### config.mk
export PLATFORM = sky130hd
export DESIGN_NAME = gate_pattern_gen
export DESIGN_NICKNAME = d
export VERILOG_FILES = /design/src/rtl/gpg_pkg.sv /design/src/rtl/gpg_timebase.sv /design/src/rtl/gpg_pattern.sv /design/src/rtl/gpg_interlock.sv /design/src/rtl/gate_pattern_gen.sv
export SDC_FILE = /design/constraint.sdc
export NUM_CORES = 1
export LEC_CHECK = 0
export BUFFER_PORTS_ARGS = -buffer_cell sky130_fd_sc_hd__buf_4
export CAP_MARGIN = 10
export CORE_ASPECT_RATIO = 0.9
export CORE_MARGIN = 1.5
export CORE_UTILIZATION = 45
export CTS_BUF_LIST = sky130_fd_sc_hd__clkbuf_16
export CTS_CLUSTER_SIZE = 20
export DETAILED_ROUTE_END_ITERATION = 7
export GPL_TIMING_DRIVEN = 1
export PLACE_DENSITY_LB_ADDON = 0.05
export SYNTH_ARGS = -nofsm -noshare
export SYNTH_HDL_FRONTEND = slang
export SYNTH_HIERARCHICAL = 1
export SYNTH_SLANG_ARGS = --single-unit
### constraint.sdc
create_clock -name clk_i -period 2.31 [get_ports clk_i]
set_input_delay 0.231 -clock clk_i [delete_from_list [all_inputs] [get_ports clk_i]]
set_output_delay 0.231 -clock clk_i [all_outputs]
set_load 0.01 [all_outputs]
### src/rtl/gpg_pkg.sv
package gpg_pkg;
  typedef enum logic {
    SRC_DUTY  = 1'b0,
    SRC_COUNT = 1'b1
  } gate_src_e;

  localparam int unsigned N_PWM = 2;
  localparam int unsigned N_PHASE = 4;
endpackage

### src/rtl/gpg_timebase.sv
module gpg_timebase #(
  parameter int unsigned STEP_CYC = 5,
  localparam int unsigned PERIOD = 4 * STEP_CYC,
  localparam int unsigned POS_W  = $clog2(PERIOD),
  localparam int unsigned STEP_W = (STEP_CYC > 1) ? $clog2(STEP_CYC) : 1
) (
  input  logic             clk_i,
  input  logic             rst_ni,
  input  logic             en_i,
  output logic [POS_W-1:0] pos_o,
  output logic [1:0]       phase_o,
  output logic             last_o
);
  logic [POS_W-1:0]  pos_q;
  logic [STEP_W-1:0] step_q;
  logic [1:0]        phase_q;

  assign last_o  = (pos_q == POS_W'(PERIOD - 1));
  assign pos_o   = pos_q;
  assign phase_o = phase_q;

  always_ff @(posedge clk_i or negedge rst_ni) begin
    if (!rst_ni) begin
      pos_q   <= '0;
      step_q  <= '0;
      phase_q <= '0;
    end else if (!en_i) begin
      pos_q   <= '0;
      step_q  <= '0;
      phase_q <= '0;
    end else begin
      pos_q <= last_o ? '0 : pos_q + POS_W'(1);
      if (step_q == STEP_W'(STEP_CYC - 1)) begin
        step_q  <= '0;
        phase_q <= phase_q + 2'd1;
      end else begin
        step_q <= step_q + STEP_W'(1);
      end
    end
  end

  AST_PHASE_STEP: assert property (@(posedge clk_i) disable iff (!rst_ni)
    (en_i && $past(en_i) && !$stable(phase_q)) |-> (phase_q == $past(phase_q) + 2'd1))
    else $error("phase skipped");

  AST_POS_RANGE: assert property (@(posedge clk_i) disable iff (!rst_ni)
    (32'(pos_q) < PERIOD) && ((32'(pos_q) / STEP_CYC) == 32'(phase_q)))
    else $error("position and phase out of step");
endmodule

### src/rtl/gpg_pattern.sv
module gpg_pattern
  import gpg_pkg::*;
#(
  parameter int unsigned STEP_CYC = 5,
  parameter int unsigned DUTY_W   = 8,
  localparam int unsigned PERIOD = 4 * STEP_CYC,
  localparam int unsigned POS_W  = $clog2(PERIOD),
  localparam int unsigned CAP_PWM = PERIOD / 5,
  localparam int unsigned CAP_S3  = (4 * PERIOD) / 5
) (
  input  logic              clk_i,
  input  logic              rst_ni,
  input  logic              en_i,
  input  logic              load_i,
  input  logic              src_sel_i,
  input  logic [DUTY_W-1:0] duty_s1_i,
  input  logic [DUTY_W-1:0] duty_s2_i,
  input  logic [DUTY_W-1:0] duty_s3_i,
  input  logic [POS_W-1:0]  pos_i,
  input  logic [1:0]        phase_i,
  output logic              s1_o,
  output logic              s2_o,
  output logic              s3_req_o
);
  localparam logic [DUTY_W-1:0] LIM_PWM = DUTY_W'(CAP_PWM);
  localparam logic [DUTY_W-1:0] LIM_S3  = DUTY_W'(CAP_S3);

  gate_src_e         src_q;
  logic [DUTY_W-1:0] duty_in [N_PWM];
  logic [DUTY_W-1:0] duty_q  [N_PWM];
  logic [N_PWM-1:0]  pwm_q;
  logic [N_PWM-1:0]  pwm_d;
  logic [DUTY_W-1:0] s3_duty_q;
  logic [N_PHASE-1:0] phase_hot;
  logic              s1_ref;
  logic              s3_cnt;
  logic              s3_pwm;

  assign duty_in[0] = duty_s1_i;
  assign duty_in[1] = duty_s2_i;

  // one-hot decode of the counter phase
  for (genvar g = 0; g < N_PHASE; g++) begin : g_dec
    assign phase_hot[g] = (phase_i == 2'(g));
  end

  assign s1_ref = ~phase_i[1];
  assign s3_cnt = (phase_hot[0] &  s1_ref) | (phase_hot[1] & ~s1_ref) |
                  (phase_hot[2] & ~s1_ref) | (phase_hot[3] &  s1_ref);
  assign s3_pwm = (32'(pos_i) < 32'(s3_duty_q));

  assign s3_req_o = (src_q == SRC_COUNT) ? s3_cnt : s3_pwm;

  for (genvar c = 0; c < N_PWM; c++) begin : g_pwm
    always_ff @(posedge clk_i or negedge rst_ni) begin
      if (!rst_ni) begin
        duty_q[c] <= '0;
      end else if (load_i) begin
        duty_q[c] <= (duty_in[c] > LIM_PWM) ? LIM_PWM : duty_in[c];
      end
    end
    assign pwm_d[c] = (src_q == SRC_COUNT) ? s1_ref : (32'(pos_i) < 32'(duty_q[c]));
  end

  always_ff @(posedge clk_i or negedge rst_ni) begin
    if (!rst_ni) begin
      src_q     <= SRC_DUTY;
      s3_duty_q <= '0;
      pwm_q     <= '0;
    end else begin
      if (load_i) begin
        src_q     <= gate_src_e'(src_sel_i);
        s3_duty_q <= (duty_s3_i > LIM_S3) ? LIM_S3 : duty_s3_i;
      end
      pwm_q <= en_i ? pwm_d : '0;
    end
  end

  assign s1_o = pwm_q[0];
  assign s2_o = pwm_q[1];

  AST_S1_DUTY_CAP: assert property (@(posedge clk_i) disable iff (!rst_ni)
    (en_i && src_q == SRC_DUTY && 32'(pos_i) >= CAP_PWM) |=> !s1_o)
    else $error("S1 beyond duty limit");

  AST_S2_DUTY_CAP: assert property (@(posedge clk_i) disable iff (!rst_ni)
    (en_i && src_q == SRC_DUTY && 32'(pos_i) >= CAP_PWM) |=> !s2_o)
    else $error("S2 beyond duty limit");

  AST_S3_DUTY_CAP: assert property (@(posedge clk_i) disable iff (!rst_ni)
    (src_q == SRC_DUTY && 32'(pos_i) >= CAP_S3) |-> !s3_req_o)
    else $error("S3 request beyond limit");

  AST_CNT_S3_ALT: assert property (@(posedge clk_i) disable iff (!rst_ni)
    (src_q == SRC_COUNT) |-> (s3_req_o == ~phase_i[0]))
    else $error("counter S3 pattern wrong");
endmodule

### src/rtl/gpg_interlock.sv
module gpg_interlock #(
  parameter int unsigned DT_W = 4
) (
  input  logic            clk_i,
  input  logic            rst_ni,
  input  logic            en_i,
  input  logic            req_i,
  input  logic [DT_W-1:0] dead_i,
  output logic            s3_o,
  output logic            s4_o
);
  logic            side_q;   // 1: S3 side, 0: S4 side
  logic            on_q;
  logic [DT_W-1:0] gap_q;

  always_ff @(posedge clk_i or negedge rst_ni) begin
    if (!rst_ni) begin
      side_q <= 1'b0;
      on_q   <= 1'b0;
      gap_q  <= '0;
    end else if (!en_i) begin
      side_q <= 1'b0;
      on_q   <= 1'b0;
      gap_q  <= '0;
    end else if (req_i != side_q) begin
      side_q <= req_i;
      gap_q  <= dead_i;
      on_q   <= (dead_i == '0);
    end else if (gap_q != '0) begin
      gap_q <= gap_q - DT_W'(1);
      on_q  <= (gap_q == DT_W'(1));
    end else begin
      on_q <= 1'b1;
    end
  end

  assign s3_o = on_q &  side_q;
  assign s4_o = on_q & ~side_q;

  AST_PAIR_EXCLUSIVE: assert property (@(posedge clk_i) disable iff (!rst_ni)
    !(s3_o && s4_o))
    else $error("S3 and S4 both on");

  AST_DEAD_S3_RISE: assert property (@(posedge clk_i) disable iff (!rst_ni)
    (s3_o && !$past(s3_o) && $past(s4_o)) |-> ($past(dead_i) == '0))
    else $error("S3 on without dead time");

  AST_DEAD_S4_RISE: assert property (@(posedge clk_i) disable iff (!rst_ni)
    (s4_o && !$past(s4_o) && $past(s3_o)) |-> ($past(dead_i) == '0))
    else $error("S4 on without dead time");
endmodule

### src/rtl/gate_pattern_gen.sv
module gate_pattern_gen #(
  parameter int unsigned STEP_CYC = 5,
  parameter int unsigned DUTY_W   = 8,
  parameter int unsigned DT_W     = 4
) (
  input  logic              clk_i,
  input  logic              rst_ni,
  input  logic              en_i,
  input  logic              src_sel_i,
  input  logic [DUTY_W-1:0] duty_s1_i,
  input  logic [DUTY_W-1:0] duty_s2_i,
  input  logic [DUTY_W-1:0] duty_s3_i,
  input  logic [DT_W-1:0]   dead_i,
  output logic              s1_o,
  output logic              s2_o,
  output logic              s3_o,
  output logic              s4_o
);
  localparam int unsigned PERIOD = 4 * STEP_CYC;
  localparam int unsigned POS_W  = $clog2(PERIOD);

  logic [POS_W-1:0] pos;
  logic [1:0]       phase;
  logic             last;
  logic             load;
  logic             s3_req;

  assign load = last | ~en_i;

  gpg_timebase #(.STEP_CYC(STEP_CYC)) u_timebase (
    .clk_i   (clk_i),
    .rst_ni  (rst_ni),
    .en_i    (en_i),
    .pos_o   (pos),
    .phase_o (phase),
    .last_o  (last)
  );

  gpg_pattern #(.STEP_CYC(STEP_CYC), .DUTY_W(DUTY_W)) u_pattern (
    .clk_i     (clk_i),
    .rst_ni    (rst_ni),
    .en_i      (en_i),
    .load_i    (load),
    .src_sel_i (src_sel_i),
    .duty_s1_i (duty_s1_i),
    .duty_s2_i (duty_s2_i),
    .duty_s3_i (duty_s3_i),
    .pos_i     (pos),
    .phase_i   (phase),
    .s1_o      (s1_o),
    .s2_o      (s2_o),
    .s3_req_o  (s3_req)
  );

  gpg_interlock #(.DT_W(DT_W)) u_interlock (
    .clk_i  (clk_i),
    .rst_ni (rst_ni),
    .en_i   (en_i),
    .req_i  (s3_req),
    .dead_i (dead_i),
    .s3_o   (s3_o),
    .s4_o   (s4_o)
  );

  AST_IDLE_LOW: assert property (@(posedge clk_i) disable iff (!rst_ni)
    !en_i |=> !(s1_o || s2_o || s3_o || s4_o))
    else $error("gate active while disabled");
endmodule

==> results.md, run 1 <==
- Status: completed
- Initial antenna violation count: 0
- CP max-delay cell: dfrtp_1
- Worst r2r dst: u_interlock/gap_q[2]
- Post-synth cell types: 35
- Total grt overflow: 0
- Peak Freq: roughly 0.48 GHz
- Sw Share: about 25%
- Total core area: 4520 um2
- Syn nets: approximately 260
- Async SR Flop Fraction: 100%
- Slowest cell delay on critical path: 0.38 ns
- RSZ-0062 raised after global routing: no
- Cell family with most CP delay: compound AO/OA/AOI/OAI gates
- Placed cell areas: 2520 um2
- Pre-antenna DRT Iters: 4
- WHS Endpoint: u_pattern/s3_duty_q[0]
- Max Slew Vio Count: 0
- Syn Inst Count: 207
- Crit path DAT: 2.25 ns
- Setup Buffers After CTS: 0
- Setup Skew: 0.00414 ns
- IO Count: 36
- Crit share post-route: 90.2%
- Rows: 23
- Initial core utilization: 47.7%
- Chip Width: 75.9 um
- CTS sink count: 43
- Area grow syn2layout: 24.6%
- H-tree depth: 2
- Synth Flop Type: dfrtp_1
- CTS tree: yes
- Actual transition at the worst max-transition pin: 0.535 ns
- Hold path start: duty_s3_i[0]
- Drt wl/cell: 12.4 um
- Hold WC Path Type: in2reg
- Maxcap violations: 0
- Syn Std Cell Area: 2150 um2
- Vias in the first global route: 1434
- Share of layout cells above drive strength 1: 22.6%
- Comb power frac: 15.5%
- Root Buffer Master: clkbuf_16
- Clk_lat worst skew: 0.28 ns
- FILL cells: 424
- Tmin final: 2.08 ns
- Antenna Nets Post-Route: 0
- CP Cell Sequence: ha_1 > a2111oi_2 > o21bai_1 > a22oi_2 > xnor2_1 > o211ai_1 > o211a_1
- P_int: 1.33 mW
- First-pass GRT wire length: 6520 um
- CTS max path bufs: 2
- Worst reg2reg setup slack: 0.23 ns
- Crit path required time: 2.48 ns
- Critical Path Fanout Max: 5
- Routed via count: 1555
- Setup WS post-layout: 0.226 ns
- Final Setup Violations: 0
- Drt drc: 0
- Net Sw Power: 437 uW
- Yosys warns: 6
- Pwr dens: 658 nW/um2
- Final hold vios: 0
- Synthesized area per cell: 10.4 um2
- Overall Global Routing Usage: roughly 16%
- Final hold slack: 0.161 ns
- Clock Pin Slew Worst Setup and Hold Paths: 0.06 ns
- Setup crit start kind: flip-flop
- Slew HR: between 60% and 70%
- Worst r2r src: u_timebase/pos_o[1]
- DR vias/cell: between 4 and 5
- Place WS: 0.166 ns
- Crit Path Category: reg2reg
- Gpl congestion: 0.813
- Post-route cell area: 2680 um2
- N_diodes: 0
- Die area: 5210 um2
- Post-route setup TNS: 0 ns
- Clk pwr share: 38.3%
- Detail Placement HPWL: 2840 um
- Worst Hold Depth: 3
- Sequential Power Share: 46.2%
- Seq/Total Area, Yosys: 50.0%
- Seq cells post-synth: 43
- Max IR drop VDD: approximately 430 uV
- Leak pwr: about 1.3 nW
- CTS Buf Count: 5
- Worst Path Buf+Inv: 0
- Die Ht: 68.6 um
- Number of synthesized flops with an enable pin: 0
- Pin count of the biggest net entering global routing: 44
- Kind of end point of the critical path: flip-flop
- Number of I/O port buffers: 35
- Path depth of the worst reg2reg path: 7
- WL final: between 3000 and 4000 um
- Layout net count: 300
- Initial DRC count: 37
## power by group through the flow
stage	Combinational, mW	Clock [mW]	Sequential (mW)
floorplan	0.166	0	0.827
global placement	0.273	0	0.829
detailed placement	0.274	0	0.830
CTS	0.276	0.707	0.816
global route	0.310	0.731	0.822
finish	0.273	0.676	0.817
## what timing repair did
| action | 4_1_cts | 5_1_grt |
|---|---|---|
| hold buffers | 1 | 0 |
| endpoints found under the setup margin | 0 | 5 |
| hold endpoints to repair | 43 | 0 |
| resized for setup | 0 | 2 |
## worst max-delay path by stage
stage | endpoint | cells past startpoint | startpoint
finish | u_interlock/gap_q[2] | 7 | u_timebase/pos_o[1]
global route | u_interlock/gap_q[2] | 7 | u_timebase/pos_o[1]
detailed placement | u_interlock/gap_q[1] | 7 | u_timebase/pos_o[1]
CTS | u_interlock/gap_q[1] | 7 | u_timebase/pos_o[1]
global placement | u_interlock/gap_q[1] | 7 | u_timebase/pos_o[1]
floorplan | u_interlock/gap_q[1] | 7 | u_timebase/pos_o[2]
## sequential cells by signal, summed over array words and instances (netlist names)
register	flops
u_pattern/s3_duty_q	8
u_timebase/step_q	3
u_interlock/on_q	1
u_pattern/pwm_q	2
u_pattern/duty_q	16
u_timebase/pos_o	5
u_interlock/gap_q	4
u_pattern/src_q	1
u_interlock/side_q	1
u_timebase/phase_o	2
## metrics by stage
stage / util, % / power, mW / std cells
CTS: 59.1 / 1.80 / 314
global placement: 55.7 / 1.10 / 305
global route: 59.4 / 1.86 / 314
floorplan: - / 0.993 / 207
finish: 59.4 / 1.77 / 314
detailed placement: 55.7 / 1.10 / 305
## cell usage after synthesis (2+ instances only)
cell	count	area, um2
dfrtp_1	43	1080
nand2_1	21	78.8
inv_1	19	71.3
ha_1	17	213
nor2b_1	15	93.8
nor2_1	11	41.3
o21ai_0	9	45.0
and2_1	7	43.8
nor4_1	7	43.8
xnor2_1	6	52.6
nand2b_1	5	31.3
o21a_1	5	37.5
clkbuf_1	4	15.0
nand3_1	4	20.0
o22ai_1	4	25.0
a2111oi_2	3	45.0
a21oi_1	3	15.0
o21bai_1	3	22.5
and3_1	2	12.5
mux2i_1	2	20.0
o211ai_1	2	15.0
o21ai_1	2	10.0
## cell usage in the layout, fill, tap and decap left out, types with 3 or more instances in the layout
cell and count:
nor2_1 11, o22ai_1 4, xnor2_1 6, dfrtp_1 43, o21bai_1 3, ha_1 17, nor4_1 7, nand2_1 21
buf_4 40, and2_1 7, nand3_1 4, o21ai_0 9, clkbuf_16 5, a21oi_1 3, inv_1 19, nand2b_1 5
nor2b_1 15, a2111oi_2 3, o21a_1 5
## per-layer routing
metal / GRT usage (%) / vias up / wire, um
li1: - / 794 / -
met1: 21.1 / 733 / 1890
met4: 9.03 / 0 / 47
met5: 0 / - / 0
met2: 26.7 / 23 / 1830
met3: 3.55 / 5 / 124
## tightest hold or removal path: cells and delay by family
| kind | cells | cell delay (ns) |
|---|---|---|
| buffers and inverters | 1 | 0.07 |
| AOI/OAI and AO/OA | 1 | 0.06 |
| and+or+nand+nor | 1 | 0.03 |
## kinds of logic after synthesis
group,after synthesis,share of synthesized area [%]
compound gates,36,12.3
xor+xnor,7,2.85
fa+ha+maj,17,9.88
buf+inv,23,4.01
flops,43,50.0
mux,3,1.45
simple gates,78,19.6
## layout make-up
| cell class | instances | area (um2) | share of cell area [%] |
|---|---|---|---|
| Tap cell | 62 | 77.6 | 2.89 |
| Inverter | 19 | 71.3 | 2.66 |
| Sequential cell | 43 | 1080 | 40.1 |
| Timing Repair Buffer | 41 | 310 | 11.6 |
| Clock inverter | 3 | 20.0 | 0.746 |
| Clock buffer | 5 | 125 | 4.66 |
| Multi-Input combinational cell | 141 | 1000 | 37.4 |
Note: power is estimated with default switching activity, not from simulation.
==> inputs of run 2 (changes only) <==
--- a/config.mk
+++ b/config.mk
@@ -14,7 +14,7 @@
 export CTS_CLUSTER_SIZE = 20
 export DETAILED_ROUTE_END_ITERATION = 7
 export GPL_TIMING_DRIVEN = 1
-export PLACE_DENSITY_LB_ADDON = 0.05
+export PLACE_DENSITY = 0.66
 export SYNTH_ARGS = -nofsm -noshare
 export SYNTH_HDL_FRONTEND = slang
 export SYNTH_HIERARCHICAL = 1
==> run 2 against run 1 <==
Compared with the run above: critical endpoint is now u_interlock/gap_q[1]; power rose by 7.7%; sequential power is essentially flat; wire length grew 0.88%; sequential cell count did not move; design area is 1.0% higher; first-iteration DRC count increased by 78%; global-route usage increased by 0.47 points; final cell count grew 0.32%.
==> results.md, run 2 (synthesis results as in run 1) <==
- Status: completed
- Drt wl/cell: 12.4 um
- Routed via count: 1564
- Crit path required time: around 2.5 ns
- Pre-antenna DRT Iters: 4
- Pin count of the biggest net entering global routing: 44
- Commonest non-fill, non-tap cell in the layout: dfrtp_1
- Initial core utilization: 47.7%
- Worst r2r dst: u_interlock/gap_q[1]
- Clk_lat worst skew: 0.29 ns
- Area grow syn2layout: 25.9%
- Maxcap violations: 0
- DR vias/cell: 4.97
- Worst reg2reg setup slack: 0.26 ns
- Share of layout cells above drive strength 1: 22.9%
- Final Setup Violations: 0
- Worst Hold Depth: 3
- First-pass GRT wire length: 6840 um
- CTS sink count: 43
- Chip Width: 75.9 um
- Max IR drop VDD: 391 uV
- Worst r2r src: u_timebase/pos_o[1]
- Number of I/O port buffers: 35
- Path depth of the worst reg2reg path: 7
- Actual transition at the worst max-transition pin: 0.528 ns
- Critical Path Fanout Max: 5
- Root Buffer Master: clkbuf_16
- Clock Pin Slew Worst Setup and Hold Paths: 0.06 ns
- Pwr dens: 702 nW/um2
- WL final: 3920 um
- Setup Skew: 0.00451 ns
- Crit share post-route: approximately 89%
- Place WS: 0.200 ns
- Hold path start: duty_s3_i[0]
- Cell family with most CP delay: compound AO/OA/AOI/OAI gates
- CP Cell Sequence: ha_1 > a2111oi_2 > o21bai_1 > a22oi_2 > xor2_1 > a221oi_2 > o21a_1
- Worst Path Buf+Inv: 0
- Vias in the first global route: 1492
- Tot Pwr: ~1.9 mW
- Kind of end point of the critical path: flip-flop
- Post-route setup TNS: 0 ns
- Antenna Nets Post-Route: 0
- Largest Register: u_pattern/duty_q
- CP max-delay cell: dfrtp_1
- N_diodes: 0
- Peak Freq: 0.487 GHz
- Slew HR: 64.8%
- WHS Endpoint: u_pattern/s3_duty_q[0]
- H-tree depth: 2
- Layout net count: 301
- CTS Buf Count: 5
- Final hold vios: 0
- Total core area: 4520 um2
- Total grt overflow: 0
- Post-route insts no fill: 315
- RSZ-0062 raised after global routing: no
- Max Slew Vio Count: 0
- Drt drc: 0
- Tmin final: 2.05 ns
- Rows: 23
- Initial antenna violation count: 0
- CTS tree: yes
- Leak pwr: about 1.3 nW
- Setup crit start kind: flip-flop
- Overall Global Routing Usage: between 10% and 20%
- Final design utilization: 60.0%
- Slowest cell delay on critical path: 0.38 ns
- Die area: approximately 5200 um2
- Gpl congestion: 0.735
- CTS max path bufs: 2
- Crit Path Category: reg2reg
- IO Count: 36
- Hold WC Path Type: in2reg
- Cells after DPL: 306
- Detail Placement HPWL: 2830 um
- Setup WS post-layout: ~0.26 ns
- Largest register FFs: 16
- Die Ht: ~69 um
- Commonest non-fill, non-tap cells in the layout: dfrtp_1, buf_4, nand2_1, inv_1, ha_1
- Initial DRC count: 66
- Crit path DAT: 2.23 ns
- Setup Buffers After CTS: 0
run 2: worst max path at each step:
stage                     slack [ns]  cells past startpoint                    to           startpoint
after global placement          0.22                      7  u_interlock/gap_q[1]  u_timebase/pos_o[1]
after floorplan                 0.26                      7  u_interlock/gap_q[1]  u_timebase/pos_o[2]
after detailed placement        0.20                      7  u_interlock/gap_q[1]  u_timebase/pos_o[1]
final                           0.26                      7  u_interlock/gap_q[1]  u_timebase/pos_o[1]
after CTS                       0.16                      7  u_interlock/gap_q[1]  u_timebase/pos_o[1]
after global routing            0.07                      7  u_interlock/gap_q[1]  u_timebase/pos_o[1]
run 2: per-layer routing:
metal / vias up / track usage (%) / part of all wire [%]
li1: 793 / - / -
met1: 747 / 21.5 / 48
met2: 19 / 28.3 / 48
met3: 5 / 4.34 / 2.6
met4: 0 / 6.94 / 1.5
met5: - / 0 / 0
run 2: timing repair:
action | 4_1_cts | 5_1_grt
hold endpoints to repair | 43 | 0
endpoints found under the setup margin | 0 | 3
hold buffers | 1 | 0
gates resized for setup | 0 | 1
run 2: final cells by class:
| cell class | count | area (um2) |
|---|---|---|
| Tap cell | 62 | 77.6 |
| Fill cell | 395 | 1810 |
| Inverter | 19 | 71.3 |
| Clock buffer | 5 | 125 |
| Multi-Input combinational cell | 141 | 996 |
| Sequential cell | 43 | 1080 |
| Timing Repair Buffer | 42 | 318 |
| Clock inverter | 3 | 47.5 |
run 2: through the flow:
step / area [um2] / hold slack (ns)
global route: 2710 / 0.147
finish: 2710 / 0.147
CTS: 2710 / 0.146
floorplan: 2150 / -0.0646
detailed placement: 2520 / 0.254
global placement: 2520 / 0.257
run 2: report_power, final:
part	internal (mW)	switching [mW]
registers	0.787	0.0284
clock network	0.515	0.298
logic	0.146	0.129
run 2: worst min-delay path, cell delays in order:
cell,delay [ns]
buf_4,0.08
nand2_1,0.03
o21ai_0,0.05
